===== config.mk =====
export PLATFORM = sky130hd
export DESIGN_NAME = xlate_fault_unit
export DESIGN_NICKNAME = d
export VERILOG_FILES = /design/src/rtl/xlate_fault_unit.sv
export SDC_FILE = /design/constraint.sdc
export NUM_CORES = 1
export LEC_CHECK = 0
export BUFFER_PORTS_ARGS = -buffer_cell sky130_fd_sc_hd__clkbuf_2
export CAP_MARGIN = 20
export CORE_MARGIN = 2
export CORE_UTILIZATION = 46
export CTS_CLUSTER_DIAMETER = 30
export CTS_CLUSTER_SIZE = 16
export DETAILED_ROUTE_END_ITERATION = 7
export GPL_TIMING_DRIVEN = 0
export PLACE_DENSITY_LB_ADDON = 0.2
export SLEW_MARGIN = 40
export SYNTH_ARGS = -nofsm -noshare
export SYNTH_HDL_FRONTEND = slang
export SYNTH_SLANG_ARGS = --single-unit

===== constraint.sdc =====
create_clock -name clk -period 1.96 [get_ports clk]
set_clock_uncertainty 0.05 [all_clocks]
set_input_delay 0.196 -clock clk [delete_from_list [all_inputs] [get_ports clk]]
set_output_delay 0.196 -clock clk [all_outputs]
set_load 0.01 [all_outputs]

===== src/rtl/xlate_fault_unit.sv =====
module xlate_fault_unit #(
  parameter int AW = 32,
  parameter int PAGE_BITS = 12,
  parameter logic [AW-1:0] BYPASS_BASE = 32'hC000_0000,
  parameter logic [AW-1:0] USER_LIMIT  = 32'h8000_0000
) (
  input  logic                clk,
  input  logic                rst_n,
  input  logic                req_valid,
  input  logic [AW-1:0]       req_addr,
  input  logic [1:0]          req_kind,
  input  logic                req_super,
  input  logic                mmu_on,
  input  logic                req_probe,
  input  logic                tlb_hit,
  input  logic [AW-PAGE_BITS-1:0] tlb_ppn,
  input  logic                tlb_rd,
  input  logic                tlb_wr,
  input  logic                tlb_ex,
  output logic                grant,
  output logic                deny,
  output logic                trap,
  output logic [2:0]          cause,
  output logic [AW-1:0]       phys_addr,
  output logic [AW-1:0]       bad_addr,
  output logic [AW-PAGE_BITS-1:0] pte_vpn,
  output logic                miss_dside
);
  localparam logic [2:0] C_NONE = 3'd0, C_SUPER_I = 3'd1, C_SUPER_D = 3'd2,
                         C_PERM_R = 3'd3, C_PERM_W = 3'd4, C_PERM_X = 3'd5,
                         C_MISS_I = 3'd6, C_MISS_D = 3'd7;

  wire is_fetch = (req_kind == 2'b10);
  wire is_store = (req_kind == 2'b01);
  wire bypass   = !mmu_on || (req_super && req_addr >= BYPASS_BASE);
  wire user_bad = !req_super && req_addr >= USER_LIMIT;
  wire right_ok = is_fetch ? tlb_ex : (is_store ? tlb_wr : tlb_rd);

  logic [2:0]    nx_cause;
  logic [AW-1:0] nx_pa;

  always_comb begin
    nx_cause = C_NONE;
    nx_pa    = '0;
    if (bypass)
      nx_pa = req_addr;
    else if (user_bad)
      nx_cause = is_fetch ? C_SUPER_I : C_SUPER_D;
    else if (!tlb_hit)
      nx_cause = is_fetch ? C_MISS_I : C_MISS_D;
    else if (!right_ok)
      nx_cause = is_fetch ? C_PERM_X : (is_store ? C_PERM_W : C_PERM_R);
    else
      nx_pa = {tlb_ppn, req_addr[PAGE_BITS-1:0]};
  end

  wire nx_deny  = req_valid && (nx_cause != C_NONE);
  wire nx_trap  = nx_deny && !req_probe;
  wire tlb_kind = (nx_cause >= C_PERM_R);

  always_ff @(posedge clk) begin
    if (!rst_n) begin
      grant      <= 1'b0;
      deny       <= 1'b0;
      trap       <= 1'b0;
      cause      <= C_NONE;
      phys_addr  <= '0;
      bad_addr   <= '0;
      pte_vpn    <= '0;
      miss_dside <= 1'b0;
    end else begin
      grant     <= req_valid && (nx_cause == C_NONE);
      deny      <= nx_deny;
      trap      <= nx_trap;
      cause     <= req_valid ? nx_cause : C_NONE;
      phys_addr <= req_valid ? nx_pa : '0;
      if (nx_trap) begin
        bad_addr <= req_addr;
        if (tlb_kind) begin
          pte_vpn    <= req_addr[AW-1:PAGE_BITS];
          miss_dside <= !is_fetch;
        end
      end
    end
  end
endmodule


==> Word level (Yosys, flattened, before mapping) <==
Cells that the tools add are included.
Widths: inputs -> output; s select.
{ "totals": {"ff_bits": 91, "latchBits": 0, "ramBits": 0, "romBits": 0, "wordCells": 41, "n_memories": 0} }
{ "classes": {"add_sub_neg": 0, "mul": 0, "n_div": 0, "n_lt_le_gt_ge": 3, "n_eq_ne": 2, "shift": 0, "muxes": 14, "bitwise": 0, "reduce_logical": 14} }
{ "op_table": {"columns": ["operator", "count"], "rows": [
  ["$mux 32", 4],
  ["$ge 32x32->1 const B", 2],
  ["$mux 3", 6],
  ["$logic_and 1x1->1", 5],
  ["$logic_not 1->1", 4],
  ["$reduce_and 2->1", 2],
  ["$ge 3x2->1 const B", 1],
  ["$logic_not 3->1", 1],
  ["$mux 1", 3],
  ["$reduce_bool 3->1", 1],
  ["$eq 2x1->1 const B", 1],
  ["$eq 2x2->1 const B", 1],
  ["$mux 2", 1],
  ["$logic_or 1x1->1", 1]
]} }

==> Depth between registers and ports, before layout <==
Gate-level depths: netlist of the first run.
{ "depth": {"depth_word": 11, "mapped_depth": 8, "ltp_nobuf": 6} }

==> Worst setup path after synthesis of the first run <==
No wires, ideal clock.
{ "synth_path": {"kind": "input -> register", "start": "input req_kind[1]", "end": "register miss_dside", "t_arrival_ns": 1.397, "required_ns": 1.790, "setup_slack_ns": 0.393, "path_stages": 7, "n_path_buf": 1, "cell_sequence": "inv_1 > ha_1 > mux2_4 > o211ai_4 > nand4_4 > buf_6 > mux2i_1"} }
{ "synth_between": {"elab_chain_len": 11, "word_cells_on_any_way": 18, "classes_between": "1 x order compare; 2 x eq/ne; 10 x mux; 5 x reduce/logical"} }
{ "synth_lines": {"columns": ["item", "line_no", "rtl"], "rows": [
  ["start, declared", "11", "input logic [1:0] req_kind,"],
  ["branches (longest 11 deep; another with $ge 3x2->1)", null, null],
  ["end signal, assigned", "81", "miss_dside <= !is_fetch;"],
  ["end, declared", "27", "output logic miss_dside"]
]} }
Parallel ways; which one is timed is not known.
A chain may end at the register's enable or synchronous reset.

==> Worst setup path after layout of the first run <==
{ "layout_path": {"start": "input req_kind[0]", "end": "register phys_addr[14]"} }
{ "layout_between": {"elab_chain_len": 7, "word_cells_on_any_way": 8, "classes_between": "2 x eq/ne; 6 x mux"} }
{ "layout_lines": {"columns": ["item", "line_no", "rtl"], "rows": [
  ["$eq 2x1->1", "34", "wire is_store = (req_kind == 2'b01);"],
  ["$mux 1", "37", "wire right_ok = is_fetch ? tlb_ex : (is_store ? tlb_wr : tlb_rd);"],
  ["$mux 1 *", "37", null],
  ["$mux 32 *", "51", "else if (!right_ok)"],
  ["$mux 32 *", "49", "else if (!tlb_hit)"],
  ["$mux 32 *", "47", "else if (user_bad)"],
  ["$mux 32 *", "45", "if (bypass)"],
  ["end signal, assigned", "76", "phys_addr <= req_valid ? nx_pa : '0;"],
  ["end, declared", "24", "output logic [AW-1:0] phys_addr,"]
]} }
Every way passes the cells marked *; elsewhere a longest branch is shown, timed or not.

==> results of run 1 <==
## per-layer routing
metal  global-route usage, %  share of wire [%]  up-vias
li1                        -                  -     1566
met1                   29.36                 43     1464
met2                   41.10                 48      115
met3                   5.700                6.5       18
met4                   10.26                2.3        0
met5                       0                  0        -
## cell usage after synthesis, types with 2 or more instances
cell,count
nand2_1,111
buf_2,5
nor2_1,3
buf_6,2
ha_1,2
clkbuf_1,15
nand2b_1,3
buf_4,3
inv_1,4
nand3_1,24
dfxtp_1,91
and2_1,12
a21oi_1,22
mux2i_1,53
## layout make-up
cell class,instances,area [um^2]
Multi-Input combinational cell,243,1450
Sequential cell,91,1822
Clock buffer,10,137.6
Clock inverter,6,47.55
Inverter,4,15.01
Buffer,26,130.1
Fill cell,674,2567
Tap cell,99,123.9
Timing Repair Buffer,168,920.9
## where the power goes
group | switching [mW] | internal, mW
registers | 0.0228 | 1.91
clock network | 0.694 | 0.510
logic | 0.256 | 0.191
## cell families (layout without fill, tap and decap cells)
family                   Yosys count  in the layout  share of synthesized area, %
adder cells (fa/ha/maj)            2              2                        0.7322
buffers and inverters             30            214                         4.247
AND/OR/NAND/NOR                  157            157                         20.03
multiplexers                      54             54                         15.96
flip-flops                        91             91                         53.31
AO/OA/AOI/OAI                     30             30                         5.713
## state kept, by name (all words and copies together) (netlist names)
register and flops:
phys_addr 32, cause 3, deny 1, bad_addr 32, pte_vpn 20, grant 1, trap 1, miss_dside 1
## stage by stage
stage	hold WS, ns	instance area (um^2)	instances	setup slack [ns]
floorplan	0.2253	3417	364	0.3935
global placement	0.3524	4302	615	0.06438
detailed placement	0.3570	4302	615	0.03355
CTS	0.0001679	4647	647	0.4077
global route	0.002635	4647	647	0.2548
finish	0.006136	4647	647	0.3927
## critical path, cell delays in order
cell and delay [ns]:
clkbuf_2 0.09, inv_1 0.04, ha_1 0.17, buf_2 0.18, nand2b_1 0.19, o2111a_1 0.34, buf_2 0.29, nand3_1 0.11
a21oi_1 0.18
## worst min-delay path by stage
stage / from / end / cells past startpoint
final: req_addr[11] / phys_addr[11] / 2
after global routing: req_addr[2] / phys_addr[2] / 2
after CTS: req_addr[11] / phys_addr[11] / 2
after detailed placement: req_probe / trap / 2
after global placement: req_probe / trap / 2
after floorplan: req_probe / trap / 1
## timing repair
item                                    4_1_cts  5_1_grt
endpoints found under the setup margin        0        0
hold buffers                                 16        0
endpoints found under the hold margin        16        0
==> qor.txt, run 1 <==
DRT Pass-1 Iters - 4
MaxCap Viol Count - 0
Final Max Slew Viols - 0
Arr. time, crit path - 1.79 ns
Area Overhead vs Synth - 35.99%
syn nets - 430
row count - 31
Setup Fix Bufs, Post-CTS - 0
setup violators final - 0
Yosys top cell area share - 53.31%
vias after detailed routing - 3,163
CP startpoint - req_kind[0]
clk buf depth - 2
DPL Wire Length - 6911 um
status - finished, final reports clean
r2r endpoint - pte_vpn[0]
commonest non-fill, non-tap cell in the layout - clkbuf_2
R2R Path Start - pte_vpn[0]
Tot Pwr - 3.580 mW
asr flop ratio synth - 0%
DIE HEIGHT - 90.19 um
RePlAce Congestion - 0.7642
final layout net count - 609
setup_tns - 0 ns
CTS buffer count - 9
largest area contributor in the synthesized netlist - dfxtp_1
maximum vdd ir drop - 0.0004640 V
Area contributors post-synth - dfxtp_1 (53%), mux2i_1 (16%), nand2_1 (12%)
FMAX - 638.0 MHz
drt via density - 4.889
Placeable Area - 7214 um^2
Ports - 155
PostCTS Resize Cnt - 0
ratio of cells with drive above 1 in the final layout - 33.21%
sequential element share of the synthesized area - 53.31%
fin crit period - 1.567 ns
slew margin rel. - 61.47%
total gr overflow - 0
commonest cells after routing, fill and taps aside - clkbuf_2 (152), nand2_1 (111), dfxtp_1 (91), mux2i_1 (53), nand3_1 (24)
number of synthesized flops with an enable pin - 0
R2R depth - 2
DIE AREA - 8133 um^2
Max H-tree Level - 3
clk sinks - 91
Leak - 2.466 nW
Netlist cell types - 28
root buf cell - clkbuf_8
Synth Instances - 364
WL/cell - 14.59 um
global-route wire length before repair - 15,610 um
TritonCTS clock tree - done
Worst setup endpoint - phys_addr[14]
Pwr Density - 770.4 nW/um^2
Mean Syn Cell Area - 9.387 um^2
vias in the first global route - 3,202
Routed WL - 9438 um
CTS clk-pin slew, worst paths - 0.09 ns
final hold viol count - 0
n_diodes - 0
Worst Setup End Kind - register
Post-Syn Area - 3417 um^2
starting density of the core - 47.36%
RSZ-0062 raised after global routing - false
total number of yosys warnings - 0
Tightest Pin Transition - 0.5779 ns
Residual DRC - 0
Critical Path RT - 2.19 ns
Setup CP Type - in -> reg
r2r setup slk - 1.25 ns
hold crit path type - in -> reg
period utilisation layout - 79.97%
Die W - 90.19 um
Worst-Skew Late Latency - 0.35 ns
GRT Resource Usage Total - 24.19%
crit start category - input pin
Port-buffer cells - 152
initial antenna violation count - 0
Main synth FF type - dfxtp_1
Crit Path Max Fanout - 10
Yosys reg bits - 91
pin count of the biggest net entering global routing - 17
DRT iter0 DRCs - 94
post-layout util - 64.41%
ANT nets after route - 0
(Power assumes the default switching activity.)
==> run 2, diff against run 1 <==
==> constraint.sdc (replaced) <==
create_clock -name clk -period 1.5 [get_ports clk]
set_clock_uncertainty 0.05 [all_clocks]
set_input_delay 0.15 -clock clk [delete_from_list [all_inputs] [get_ports clk]]
set_output_delay 0.15 -clock clk [all_outputs]
set_load 0.01 [all_outputs]
==> qor.txt, run 2 (synthesis gave the netlist of run 1 again) <==
Worst setup endpoint - pte_vpn[16]
CP top delay family - multiplexers
r2r endpoint - bad_addr[31]
crit start category - input pin
R2R Path Start - bad_addr[31]
Leak - 2.615 nW (+6.0%)
clk buf depth - 2 (unchanged)
largest registers - bad_addr (32), phys_addr (32), pte_vpn (20)
initial antenna violation count - 0 (unchanged)
Worst-Skew Late Latency - 0.34 ns (about the same)
Critical Path RT - 1.71 ns (-0.48 ns)
vias in the first global route - 3,428 (+7.1%)
global-route wire length before repair - 16,700 um (+7.0%)
R2R depth - 3 (+1)
drt via density - 4.960 (+1.5%)
dpl ws - -0.4170 ns (-0.4506 ns)
Filler Cells Inserted - 584 (-13%)
Max H-tree Level - 3 (unchanged)
Worst Setup End Kind - register
CTS clk-pin slew, worst paths - 0.08 ns (about the same)
DRT iter0 DRCs - 93 (-1.1%)
CTS buffer count - 9 (unchanged)
DRT Pass-1 Iters - 4 (unchanged)
post-layout util - 70.00% (+5.6 points)
Ports - 155 (unchanged)
fin crit period - 1.454 ns
row count - 31 (unchanged)
Crit Path Max Fanout - 10 (unchanged)
Port-buffer cells - 152 (unchanged)
critical path's slowest cell - mux2_4
setup violators final - 0 (unchanged)
slew margin rel. - 60.34% (-1.1 points)
final layout net count - 644 (+5.7%)
root buf cell - clkbuf_8
Tightest Pin Transition - 0.5949 ns (+0.01704 ns)
maximum vdd ir drop - 0.0005395 V (+16%)
Setup CP Type - in -> reg
final hold viol count - 0 (unchanged)
Pwr Density - 957.8 nW/um^2 (+24%)
Die W - 90.19 um (unchanged)
FMAX - 687.9 MHz
WP depth - 8 (-1)
ANT nets after route - 0 (unchanged)
pin count of the biggest net entering global routing - 16 (-1)
vias after detailed routing - 3,383 (+7.0%)
Placeable Area - 7214 um^2 (unchanged)
CP startpoint - req_kind[1]
Register Area - 1822 um^2 (unchanged)
clk sinks - 91 (unchanged)
CP Buf/Inv Count - 3 (-1)
Arr. time, crit path - 1.66 ns (-0.13 ns)
crit-path cells - clkbuf_2 > inv_12 > ha_4 > mux2_4 > o211ai_4 > nand4_4 > buf_8 > mux2i_1
r2r setup slk - 0.78 ns (-0.47 ns)
Final Max Slew Viols - 0 (unchanged)
Area Overhead vs Synth - 47.78%
DIE HEIGHT - 90.19 um (unchanged)
DIE AREA - 8133 um^2 (unchanged)
status - finished, final reports clean
GRT Resource Usage Total - 25.76% (+1.6 points)
Tot Pwr - 4.837 mW (+35%)
ratio of cells with drive above 1 in the final layout - 32.08% (-1.1 points)
RePlAce Congestion - 0.7928 (+3.7%)
slowest stage delay, CP - 0.33 ns (about the same)
Routed WL - 10,190 um (+8.0%)
commonest non-fill, non-tap cell in the layout - clkbuf_2
fin worst setup slack - 0.04626 ns (-0.3464 ns)
hold crit path type - in -> reg
setup_tns - 0 ns (unchanged)
TritonCTS clock tree - done
WL/cell - 14.94 um (+2.4%)
n_diodes - 0 (unchanged)
MaxCap Viol Count - 0 (unchanged)
area taken by multi-input logic gates - 1475 um^2 (+1.7%)
starting density of the core - 47.36% (unchanged)
DPL Wire Length - 6897 um (-0.21%)
period utilisation layout - 96.92%
Residual DRC - 0 (unchanged)
total gr overflow - 0 (unchanged)
commonest cells after routing, fill and taps aside - clkbuf_2 (152), nand2_1 (111), dfxtp_1 (91), mux2i_1 (53), dlygate4sd3_1 (49)
-- run 2: area by class of cell --
class | instances | area share (%)
buffer | 26 | 2.825
clock buffer | 11 | 2.602
clock inverter | 5 | 1.214
inverter | 4 | 0.5451
multi-input combinational | 243 | 29.21
sequential | 91 | 36.08
tap | 99 | 2.453
timing repair buffer | 203 | 25.07
-- run 2: tightest hold or removal path, stage by stage --
cell and delay, ns:
clkbuf_2 0.09, nand3_1 0.06, a21oi_1 0.06
-- run 2: worst min-delay path by stage --
stage,start,to,slack [ns],cells past startpoint
after floorplan,req_probe,trap,0.18,1
after global placement,req_probe,trap,0.30,2
after detailed placement,req_probe,trap,0.31,2
after CTS,req_addr[29],phys_addr[29],0.002,3
after global routing,tlb_ppn[1],phys_addr[13],0.02,3
final,tlb_ppn[1],phys_addr[13],0.01,3
-- run 2: what timing repair did --
action | in CTS | in global routing
hold endpoints to repair | 46 | 0
endpoints found under the setup margin | 26 | 64
setup buffers | 0 | 2
pin swaps | 0 | 1
hold buffers | 49 | 0
gates resized for setup | 2 | 3
-- run 2: power breakdown --
| group | switching [mW] | leakage, nW | internal (mW) |
|---|---|---|---|
| clock network | 0.855 | 0.0862 | 0.779 |
| registers | 0.0309 | 0.739 | 2.49 |
| logic | 0.363 | 1.79 | 0.317 |
-- run 2: per-layer routing --
metal	global-route usage (%)	vias to the layer above	part of all wire, %
met5	0	-	0
met4	8.333	0	1.7
met3	6.622	14	6.7
met2	45.93	148	49
met1	30.13	1580	42
li1	-	1641	-
-- run 2: per-stage QoR --
| step | std cells | hold slack (ns) | instance area [um^2] |
|---|---|---|---|
| floorplan | 364 | 0.1793 | 3450 |
| global placement | 615 | 0.3045 | 4334 |
| detailed placement | 615 | 0.3053 | 4334 |
| CTS | 680 | 0.002299 | 5022 |
| global route | 682 | 0.02401 | 5050 |
| finish | 682 | 0.01330 | 5050 |
